$ cat config.mk
export PLATFORM = sky130hd
export DESIGN_NAME = sd_mode_seq
export DESIGN_NICKNAME = d
export VERILOG_FILES = /design/src/rtl/sd_seq_pkg.sv /design/src/rtl/sd_settle_timer.sv /design/src/rtl/sd_coef_bank.sv /design/src/rtl/sd_seq_ctrl.sv /design/src/rtl/sd_mode_seq.sv
export SDC_FILE = /design/constraint.sdc
export NUM_CORES = 1
export LEC_CHECK = 0
export ABC_AREA = 1
export BUFFER_PORTS_ARGS = -buffer_cell sky130_fd_sc_hd__buf_2
export CAP_MARGIN = 20
export CORE_UTILIZATION = 54
export CTS_CLUSTER_DIAMETER = 40
export DETAILED_ROUTE_END_ITERATION = 8
export GPL_ROUTABILITY_DRIVEN = 1
export HOLD_SLACK_MARGIN = 0.15
export PLACE_DENSITY_LB_ADDON = 0.05
export SLEW_MARGIN = 20
export SYNTH_ARGS = -nofsm -noshare
export SYNTH_HDL_FRONTEND = slang
export SYNTH_HIERARCHICAL = 1
export SYNTH_SLANG_ARGS = --single-unit
$ cat constraint.sdc
create_clock -name clk -period 2.2 [get_ports clk]
set_input_delay 0.44 -clock clk [delete_from_list [all_inputs] [get_ports clk]]
set_output_delay 0.44 -clock clk [all_outputs]
set_load 0.02 [all_outputs]
$ cat src/rtl/sd_seq_pkg.sv
package sd_seq_pkg;

    localparam logic [2:0] MODE_CONT   = 3'b000;
    localparam logic [2:0] MODE_SINGLE = 3'b001;
    localparam logic [2:0] MODE_IDLE   = 3'b010;
    localparam logic [2:0] MODE_PDN    = 3'b011;
    localparam logic [2:0] MODE_IZS    = 3'b100;
    localparam logic [2:0] MODE_IFS    = 3'b101;
    localparam logic [2:0] MODE_SZS    = 3'b110;
    localparam logic [2:0] MODE_SFS    = 3'b111;

    localparam logic [2:0] GAIN_UNITY  = 3'd0;
    localparam logic [2:0] GAIN_TOP    = 3'd7;

    typedef enum logic [2:0] {
        ST_CONT,
        ST_SETTLE,
        ST_SCONV,
        ST_PDN,
        ST_IDLE,
        ST_CAL
    } seq_st_e;

endpackage

$ cat src/rtl/sd_settle_timer.sv
module sd_settle_timer #(
    parameter int LIM = 100000
) (
    input  logic clk,
    input  logic rst_n,
    input  logic clr,
    input  logic en,
    output logic done
);
    localparam int CW = $clog2(LIM + 1);

    logic [CW-1:0] cnt_d, cnt_q;

    assign done = en && !clr && (cnt_q == CW'(LIM - 1));

    always_comb begin
        cnt_d = cnt_q;
        if (clr || !en) begin
            cnt_d = '0;
        end else if (done) begin
            cnt_d = '0;
        end else begin
            cnt_d = cnt_q + 1'b1;
        end
    end

    always_ff @(posedge clk or negedge rst_n) begin
        if (!rst_n) cnt_q <= '0;
        else        cnt_q <= cnt_d;
    end
endmodule

$ cat src/rtl/sd_coef_bank.sv
module sd_coef_bank #(
    parameter int DW  = 20,
    parameter int NCH = 3,
    parameter int CHW = 2
) (
    input  logic              clk,
    input  logic              rst_n,
    input  logic              wr_off,
    input  logic              wr_fs,
    input  logic [CHW-1:0]    wr_ch,
    input  logic [DW-1:0]     wr_val,
    output logic [NCH*DW-1:0] off_all,
    output logic [NCH*DW-1:0] fs_all
);
    for (genvar g = 0; g < NCH; g++) begin : g_ch
        logic [DW-1:0] off_d, off_q, fs_d, fs_q;
        logic          hit;

        assign hit = (wr_ch == CHW'(g));

        always_comb begin
            off_d = off_q;
            fs_d  = fs_q;
            if (wr_off && hit) off_d = wr_val;
            if (wr_fs  && hit) fs_d  = wr_val;
        end

        always_ff @(posedge clk or negedge rst_n) begin
            if (!rst_n) begin
                off_q <= '0;
                fs_q  <= '0;
            end else begin
                off_q <= off_d;
                fs_q  <= fs_d;
            end
        end

        assign off_all[g*DW +: DW] = off_q;
        assign fs_all[g*DW +: DW]  = fs_q;
    end
endmodule

$ cat src/rtl/sd_seq_ctrl.sv
module sd_seq_ctrl
    import sd_seq_pkg::*;
#(
    parameter int DW  = 20,
    parameter int CHW = 2
) (
    input  logic           clk,
    input  logic           rst_n,
    input  logic           mode_wr,
    input  logic [2:0]     mode_in,
    input  logic [2:0]     gain_in,
    input  logic [CHW-1:0] chan_in,
    input  logic           cfg_wr,
    input  logic           conv_tick,
    input  logic [DW-1:0]  result_in,
    input  logic           data_rd,
    input  logic           settle_done,
    output logic           settle_en,
    output logic           mod_run,
    output logic           filt_rst,
    output logic           pwr_dn,
    output logic           in_cal,
    output logic           rdy_n,
    output logic [DW-1:0]  data_q,
    output logic           data_ld,
    output logic           cal_err,
    output logic           coef_wr_off,
    output logic           coef_wr_fs,
    output logic [CHW-1:0] coef_ch,
    output logic [DW-1:0]  coef_val
);
    typedef struct packed {
        seq_st_e        st;
        logic [2:0]     cnt;
        logic [2:0]     need;
        logic           first;
        logic           fs_kind;
        logic [CHW-1:0] chan;
        logic           rdy_n;
        logic [DW-1:0]  data;
        logic           ld;
        logic           err;
    } seq_reg_t;

    seq_reg_t r_d, r_q;
    logic     wr_off_d, wr_fs_d;
    logic     cont_last;

    assign cont_last = r_q.first ? (r_q.cnt == 3'd1) : 1'b1;

    always_comb begin
        r_d      = r_q;
        r_d.ld   = 1'b0;
        r_d.err  = 1'b0;
        wr_off_d = 1'b0;
        wr_fs_d  = 1'b0;

        if (data_rd) r_d.rdy_n = 1'b1;

        if (mode_wr) begin
            r_d.cnt     = '0;
            r_d.rdy_n   = 1'b1;
            r_d.chan    = chan_in;
            r_d.fs_kind = mode_in[0];
            r_d.first   = 1'b1;
            r_d.need    = 3'd2;
            case (mode_in)
                MODE_CONT:   r_d.st = ST_CONT;
                MODE_SINGLE: r_d.st = ST_SETTLE;
                MODE_IDLE:   r_d.st = ST_IDLE;
                MODE_PDN:    r_d.st = ST_PDN;
                default: begin
                    if (mode_in == MODE_IFS && gain_in == GAIN_TOP) begin
                        r_d.st  = ST_IDLE;
                        r_d.err = 1'b1;
                    end else begin
                        r_d.st = ST_CAL;
                        if (mode_in == MODE_IFS && gain_in != GAIN_UNITY)
                            r_d.need = 3'd4;
                    end
                end
            endcase
        end else begin
            case (r_q.st)
                ST_CONT: begin
                    if (cfg_wr) begin
                        r_d.cnt   = '0;
                        r_d.first = 1'b1;
                        r_d.chan  = chan_in;
                    end else if (conv_tick) begin
                        if (cont_last) begin
                            r_d.cnt   = '0;
                            r_d.first = 1'b0;
                            r_d.data  = result_in;
                            r_d.ld    = 1'b1;
                            r_d.rdy_n = 1'b0;
                        end else begin
                            r_d.cnt = r_q.cnt + 3'd1;
                        end
                    end
                end
                ST_SETTLE: begin
                    if (settle_done) begin
                        r_d.st  = ST_SCONV;
                        r_d.cnt = '0;
                    end
                end
                ST_SCONV: begin
                    if (conv_tick) begin
                        if (r_q.cnt == 3'd1) begin
                            r_d.st    = ST_PDN;
                            r_d.cnt   = '0;
                            r_d.data  = result_in;
                            r_d.ld    = 1'b1;
                            r_d.rdy_n = 1'b0;
                        end else begin
                            r_d.cnt = r_q.cnt + 3'd1;
                        end
                    end
                end
                ST_CAL: begin
                    if (conv_tick) begin
                        if (r_q.cnt == r_q.need - 3'd1) begin
                            r_d.st    = ST_IDLE;
                            r_d.cnt   = '0;
                            r_d.rdy_n = 1'b0;
                            wr_off_d  = !r_q.fs_kind;
                            wr_fs_d   = r_q.fs_kind;
                        end else begin
                            r_d.cnt = r_q.cnt + 3'd1;
                        end
                    end
                end
                default: ;
            endcase
        end
    end

    always_ff @(posedge clk or negedge rst_n) begin
        if (!rst_n) begin
            r_q.st      <= ST_CONT;
            r_q.cnt     <= '0;
            r_q.need    <= 3'd2;
            r_q.first   <= 1'b1;
            r_q.fs_kind <= 1'b0;
            r_q.chan    <= '0;
            r_q.rdy_n   <= 1'b1;
            r_q.data    <= '0;
            r_q.ld      <= 1'b0;
            r_q.err     <= 1'b0;
        end else begin
            r_q <= r_d;
        end
    end

    assign settle_en   = (r_q.st == ST_SETTLE);
    assign mod_run     = (r_q.st == ST_CONT) || (r_q.st == ST_SCONV) || (r_q.st == ST_CAL);
    assign filt_rst    = (r_q.st == ST_IDLE) || (r_q.st == ST_SETTLE);
    assign pwr_dn      = (r_q.st == ST_PDN);
    assign in_cal      = (r_q.st == ST_CAL);
    assign rdy_n       = r_q.rdy_n;
    assign data_q      = r_q.data;
    assign data_ld     = r_q.ld;
    assign cal_err     = r_q.err;
    assign coef_wr_off = wr_off_d;
    assign coef_wr_fs  = wr_fs_d;
    assign coef_ch     = r_q.chan;
    assign coef_val    = result_in;
endmodule

$ cat src/rtl/sd_mode_seq.sv
module sd_mode_seq #(
    parameter int DW          = 20,
    parameter int NCH         = 3,
    parameter int SETTLE_CLKS = 100000,
    localparam int CHW        = (NCH > 1) ? $clog2(NCH) : 1
) (
    input  logic              clk,
    input  logic              rst_n,
    input  logic              mode_wr,
    input  logic [2:0]        mode_in,
    input  logic [2:0]        gain_in,
    input  logic [CHW-1:0]    chan_in,
    input  logic              cfg_wr,
    input  logic              conv_tick,
    input  logic [DW-1:0]     result_in,
    input  logic              data_rd,
    output logic              mod_run,
    output logic              filt_rst,
    output logic              pwr_dn,
    output logic              rdy_n,
    output logic [DW-1:0]     data_q,
    output logic              data_ld,
    output logic              cal_err,
    output logic [NCH*DW-1:0] off_all,
    output logic [NCH*DW-1:0] fs_all
);
    logic           settle_en, settle_done, in_cal;
    logic           coef_wr_off, coef_wr_fs;
    logic [CHW-1:0] coef_ch;
    logic [DW-1:0]  coef_val;

    sd_settle_timer #(.LIM(SETTLE_CLKS)) settle_i (
        .clk   (clk),
        .rst_n (rst_n),
        .clr   (mode_wr),
        .en    (settle_en),
        .done  (settle_done)
    );

    sd_seq_ctrl #(.DW(DW), .CHW(CHW)) ctrl_i (
        .clk         (clk),
        .rst_n       (rst_n),
        .mode_wr     (mode_wr),
        .mode_in     (mode_in),
        .gain_in     (gain_in),
        .chan_in     (chan_in),
        .cfg_wr      (cfg_wr),
        .conv_tick   (conv_tick),
        .result_in   (result_in),
        .data_rd     (data_rd),
        .settle_done (settle_done),
        .settle_en   (settle_en),
        .mod_run     (mod_run),
        .filt_rst    (filt_rst),
        .pwr_dn      (pwr_dn),
        .in_cal      (in_cal),
        .rdy_n       (rdy_n),
        .data_q      (data_q),
        .data_ld     (data_ld),
        .cal_err     (cal_err),
        .coef_wr_off (coef_wr_off),
        .coef_wr_fs  (coef_wr_fs),
        .coef_ch     (coef_ch),
        .coef_val    (coef_val)
    );

    sd_coef_bank #(.DW(DW), .NCH(NCH), .CHW(CHW)) coef_i (
        .clk     (clk),
        .rst_n   (rst_n),
        .wr_off  (coef_wr_off),
        .wr_fs   (coef_wr_fs),
        .wr_ch   (coef_ch),
        .wr_val  (coef_val),
        .off_all (off_all),
        .fs_all  (fs_all)
    );
endmodule

==> results of run 1 <==
## metal layers
metal	vias to the layer above	wire [microns]	global-route usage [%]
met5	-	0	0
met4	0	637	11.98
met3	42	1289	4.716
met2	266	10040	45.17
met1	3348	9824	42.35
li1	3353	-	-
## registers in the layout, summed over array words and instances, names as in the netlist
register	count
coef_i/g_ch.fs_q	60
coef_i/g_ch.off_q	60
ctrl_i/cal_err	1
ctrl_i/coef_ch	2
ctrl_i/data_ld	1
ctrl_i/data_q	20
ctrl_i/r_q	10
ctrl_i/rdy_n	1
settle_i/cnt_q	17
## stage by stage
step	setup TNS [ns]	cell area, sq um	hold WS, ns	setup WS [ns]
6_report	0	9568	0.2660	0.1417
5_1_grt	-0.001175	9568	0.2583	-0.001175
4_1_cts	0	9533	0.2570	0.06562
3_5_place_dp	0	8847	0.3953	0.1034
3_3_place_gp	0	8847	0.3945	0.1093
2_1_floorplan	0	8036	0.1444	0.4039
## synth_stat cells, drive strengths merged, types with 5 or more instances
library cell    n
clkbuf         16
nor2           61
nor3            9
xor2            5
buf            82
o21ai           8
nand2         376
dfrtp         169
nand4          88
inv            38
nand3          85
## worst max-delay path, cell delays in order (launching register included)
cell	delay (ns)
dfrtp_2	0.45
inv_2	0.13
nor2_2	0.07
buf_4	0.14
nor3_2	0.19
inv_1	0.06
buf_2	0.15
## logic make-up (layout without fill, tap and decap cells)
logic type               after synthesis  count (layout)
XOR/XNOR                               5               5
adder cells (fa/ha/maj)                3               3
buffers and inverters                136             278
AND/OR/NAND/NOR                      622             622
multiplexers                           2               2
AO/OA/AOI/OAI                         19              19
flip-flops                           172             172
## final timing paths
| path | to | slack [ns] | cells past startpoint | start |
|---|---|---|---|---|
| setup / recovery | mod_run | 0.14 | 6 | ctrl_i/r_q[35]$_DFFE_PN0P_ |
| hold / removal | ctrl_i/coef_ch[1]$_DFFE_PN0P_ | 0.27 | 2 | chan_in[1] |
| setup reg to reg | coef_i/g_ch[1].fs_q[12]$_DFFE_PN0P_ | 0.17 | 11 | ctrl_i/r_q[28]$_DFFE_PN1P_ |
| hold reg to reg | coef_i/g_ch[0].fs_q[10]$_DFFE_PN0P_ | 0.46 | 2 | coef_i/g_ch[0].fs_q[10]$_DFFE_PN0P_ |
| max in group asynchronous | ctrl_i/rdy_n$_DFF_PN1_ | 0.92 | 3 | rst_n |
| min in group asynchronous | coef_i/g_ch[2].fs_q[11]$_DFFE_PN0P_ | 0.50 | 2 | rst_n |
## where the power goes
part / total (uW) / switching, uW / internal (uW)
clock: 3450 / 1250 / 2200
combinational: 2100 / 1510 / 583
sequential: 3640 / 206 / 3440
total: 9190 / 2970 / 6220
## cell type report
cell class	count	share of cell area [%]
Multi-Input combinational cell	651	31.66
Tap cell	184	2.406
Timing Repair Buffer	208	12.33
Inverter	38	1.491
Clock buffer	22	4.852
Clock inverter	10	2.210
Sequential cell	172	45.05
## repair_timing
item / in CTS / in global routing
setup endpoints to repair: 0 / 98
gates resized for setup: 0 / 10
endpoints found under the hold margin: 40 / 0
hold buffers: 1 / 0
==> results.sh, run 1 <==
export IMPL_regArea_sq_um=4310
export IMPL_coreArea_sq_um=14530
export IMPL_clockRootBuffer="clkbuf_16"
export IMPL_diodes=0
export IMPL_outcome="finished, final reports clean"
export IMPL_areaGrowthSynthToFinish_pct=19.06
export IMPL_synth_simple_area_share_pct=34.41
export IMPL_startpoint_type="register"
export IMPL_drt_vias_per_instance=5.454
export IMPL_drt_iter0_markers=731
export IMPL_num_vias=7009
export IMPL_ys_seq_elements=172
export IMPL_post_cts_buffers=0
export IMPL_routedWlPerCell_microns=16.96
export IMPL_ys_seq_area_share_pct=53.60
export IMPL_fin_total_pwr_uw=9192
export IMPL_setup_viol=0
export IMPL_place_port_buffers=179
export IMPL_grt_max_degree=45
export IMPL_slew_violations=0
export IMPL_synth_ff_type="dfrtp_1"
export IMPL_die_y_microns=124.0
export IMPL_slew_headroom_pct=68.25
export IMPL_post_route_period_util_pct=93.56
export IMPL_min_period_ns=2.058
export IMPL_fp_dieArea_sq_um=15370
export IMPL_ant_nets=0
export IMPL_worstPathMaxFanout=7
export IMPL_synth_area_mux_share_pct=0.2802
export IMPL_nFillCells=1275
export IMPL_antenna_found_initial=0
export IMPL_dp_final_hpwl_microns=14570
export IMPL_required_ns=1.76
export IMPL_grt_pass1_wl_microns=34090
export IMPL_clk_latency_ns=0.43
export IMPL_drive_gt1_share_pct=25.89
export IMPL_syn_avg_cell_area_sq_um=8.380
export IMPL_drc=0
export IMPL_netlist_area_sq_um=8036
export IMPL_async_reset_ff_share_pct=100.0
export IMPL_synth_top_family_by_area="simple AND/OR/NAND/NOR gates"
export IMPL_synth_nets=996
export IMPL_cts_max_path_buffers=2
export IMPL_start_util_pct=55.29
export IMPL_die_w_microns=124.0
export IMPL_p_per_area_nw_per_um2=960.7
export IMPL_final_hold_viol_count=0
export IMPL_rows=44
export IMPL_synth_cell_types=32
export IMPL_skew_ns=0.006289
export IMPL_layout_cells_most_common_list="nand2_1, buf_2, dfrtp_1"
export IMPL_synth_xor_area_share_pct=0.5449
export IMPL_numClockSinks=172
export IMPL_synth_top_area_cell="dfrtp_1"
export IMPL_hp_class="input pin to register"
export IMPL_fmax_ghz=0.4858
export IMPL_ios=180
export IMPL_arrival_ns=1.62
export IMPL_layout_commonest_cell="nand2_1"
export IMPL_synth_yosys_warnings=6
export IMPL_grt_pass1_vias=6404
export IMPL_fin_util_pct=65.83
export IMPL_routed_wirelength_microns=21800
export IMPL_dr_pass1_iters=5
export IMPL_ir_drop_mv=0.6307
export IMPL_synth_edf_count=0
export IMPL_track_usage_pct=29.63
export IMPL_layout_cells_non_filler=1285
export IMPL_end_kind="output port"
export IMPL_clk_pin_slew_ns=0.06
export IMPL_nNetsFinal=1125
export IMPL_gr_total_overflow=0
export IMPL_p_leak_uw=0.005454
export IMPL_syn_inst=959
export IMPL_cts_tree="built"
export IMPL_path_class="register to output port"
export IMPL_synth_fa_ha_area_share_pct=0.4671
export IMPL_synth_compound_area_share_pct=1.557
export IMPL_drv_cap=0
export IMPL_place_gp_congestion=0.8909
export IMPL_multi_input_area_sq_um=3029
export IMPL_cts_made_buffers=17
export IMPL_worst_pin_slew_ns=0.4756
export IMPL_synth_top_area_share_pct=52.62
export IMPL_htreeDepth=4
export IMPL_dp_cells=1252
export IMPL_synthTopCellsByArea="dfrtp_1, nand2_1, nand4_1, nand3_1, buf_4"
(Power assumes the default switching activity.)
==> inputs of run 2 (changes only) <==
==> constraint.sdc (replaced) <==
create_clock -name clk -period 2.3 [get_ports clk]
set_input_delay 0.46 -clock clk [delete_from_list [all_inputs] [get_ports clk]]
set_output_delay 0.46 -clock clk [all_outputs]
set_load 0.02 [all_outputs]
==> run 2 against run 1 <==
Compared with the run above: largest power group unchanged; worst setup slack worse by 0.0016 ns; clock skew up 0.0013 ns; register-to-register slack worse by 0.03 ns; final cell count down 0.16%; critical path depth unchanged; via count down 0.14%; sequential share of layout area up 0.59 points; core utilization down 0.89 points; design area down 1.3%; die area unchanged.
==> results.sh, run 2 (same netlist as run 1, synthesis figures left out) <==
export IMPL_outcome="finished, final reports clean"
export IMPL_pwr_share_seq_pct=42.3
export IMPL_startpoint_type="register"
export IMPL_hp_class="input pin to register"
export IMPL_coreArea_sq_um=14530
export IMPL_fp_dieArea_sq_um=15370
export IMPL_grt_max_degree=55
export IMPL_layout_cells_most_common_list="nand2_1, buf_2, dfrtp_1"
export IMPL_rows=44
export IMPL_drc=0
export IMPL_grt_pass1_vias=6055
export IMPL_arrival_ns=1.70
export IMPL_die_w_microns=124.0
export IMPL_worstPathMaxFanout=7
export IMPL_design_area_sq_um=9439
export IMPL_slew_headroom_pct=64.90
export IMPL_place_area_sq_um=8845
export IMPL_ir_drop_mv=0.5294
export IMPL_ios=180
export IMPL_diodes=0
export IMPL_cts_tree="built"
export IMPL_drive_gt1_share_pct=25.48
export IMPL_post_cts_buffers=0
export IMPL_place_gp_congestion=0.8726
export IMPL_track_usage_pct=28.31
export IMPL_final_hold_viol_count=0
export IMPL_p_comb_share_pct=23.6
export IMPL_htreeDepth=4
export IMPL_numClockSinks=172
export IMPL_p_int_uw=5419
export IMPL_num_vias=6999
export IMPL_gr_total_overflow=0
export IMPL_required_ns=1.84
export IMPL_worst_pin_slew_ns=0.5265
export IMPL_p_clk_share_pct=34.1
export IMPL_start_util_pct=55.29
export IMPL_drt_iter0_markers=679
export IMPL_dp_cells=1250
export IMPL_p_per_area_nw_per_um2=873.2
export IMPL_nFillCells=1281
export IMPL_p_sw_share_pct=34.26
export IMPL_path_class="register to output port"
export IMPL_routed_wirelength_microns=21440
export IMPL_antenna_found_initial=0
export IMPL_post_route_period_util_pct=93.91
export IMPL_layout_cells_non_filler=1283
export IMPL_ant_nets=0
export IMPL_dr_pass1_iters=5
export IMPL_slew_violations=0
export IMPL_skew_ns=0.007555
export IMPL_cts_max_path_buffers=2
export IMPL_clk_latency_ns=0.43
export IMPL_end_kind="output port"
export IMPL_p_leak_uw=0.005383
export IMPL_place_port_buffers=179
export IMPL_areaGrowthSynthToFinish_pct=17.45
export IMPL_drt_vias_per_instance=5.455
export IMPL_routedWlPerCell_microns=16.71
export IMPL_layout_commonest_cell="nand2_1"
export IMPL_min_period_ns=2.160
export IMPL_drv_cap=0
export IMPL_fmax_ghz=0.4630
export IMPL_die_y_microns=124.0
export IMPL_dp_final_hpwl_microns=14300
export IMPL_clk_pin_slew_ns=0.06
export IMPL_grt_pass1_wl_microns=32380
export IMPL_cts_made_buffers=17
export IMPL_p_switching_uw=2823
export IMPL_nNetsFinal=1123
export IMPL_clockRootBuffer="clkbuf_16"
export IMPL_setup_viol=0
## run 2: critical path: stages, from the launching register on
cell and delay (ns):
dfrtp_1 0.47, inv_2 0.11, nand3_2 0.14, inv_1 0.09, nor3_1 0.25, inv_1 0.06, buf_2 0.16
## run 2: cell type report
type / count / area [sq um] / share of cell area, %
clock inverters: 14 / 146.4 / 1.551
well taps: 184 / 230.2 / 2.439
clock buffers: 18 / 429.2 / 4.547
multi-input cells: 651 / 3009 / 31.88
repair buffers: 206 / 1174 / 12.43
inverters: 38 / 142.6 / 1.511
flip-flops and latches: 172 / 4308 / 45.64
## run 2: layer usage
metal / global-route usage (%) / wire length (microns) / part of all wire (%) / up-vias
li1: - / - / - / 3335
met1: 41.08 / 9793 / 46 / 3366
met2: 42.88 / 9892 / 46 / 270
met3: 5.174 / 1327 / 6.2 / 28
met4: 9.449 / 427 / 2.0 / 0
met5: 0 / 0 / 0 / -
## run 2: timing repair
| action | CTS | global route |
|---|---|---|
| gates resized for setup | 0 | 3 |
| setup endpoints to repair | 0 | 3 |
| hold buffers | 1 | 0 |
| endpoints found under the hold margin | 50 | 0 |
## run 2: final timing paths
path / startpoint / endpoint / slack, ns / depth (start not counted)
max reg2reg: ctrl_i/r_q[34]$_DFFE_PN0P_ / coef_i/g_ch[1].off_q[14]$_DFFE_PN0P_ / 0.14 / 12
max: ctrl_i/r_q[35]$_DFFE_PN0P_ / mod_run / 0.14 / 6
min reg2reg: coef_i/g_ch[2].fs_q[3]$_DFFE_PN0P_ / coef_i/g_ch[2].fs_q[3]$_DFFE_PN0P_ / 0.46 / 2
max in group asynchronous: rst_n / ctrl_i/rdy_n$_DFF_PN1_ / 1.04 / 3
min in group asynchronous: rst_n / coef_i/g_ch[2].fs_q[11]$_DFFE_PN0P_ / 0.55 / 2
min: chan_in[1] / ctrl_i/coef_ch[1]$_DFFE_PN0P_ / 0.29 / 2
## run 2: per-stage QoR
stage	total power, uW	utilization (%)	setup slack, ns	hold WS, ns	TNS [ns]
final	8242	64.94	0.1401	0.2868	0
after global routing	8664	64.94	-0.006624	0.2906	-0.01051
after CTS	8289	64.88	0.1639	0.2758	0
after detailed placement	5467	60.86	0.1769	0.4526	0
after global placement	5462	60.86	0.1930	0.4487	0
after floorplan	5088	-	0.5039	0.1644	0
## run 2: power groups by stage
stage | sequential (uW) | clock [uW] | combinational, uW
floorplan | 3540 | 0 | 1550
global placement | 3530 | 0 | 1930
detailed placement | 3530 | 0 | 1930
CTS | 3480 | 2860 | 1950
global route | 3510 | 3000 | 2150
finish | 3480 | 2810 | 1950
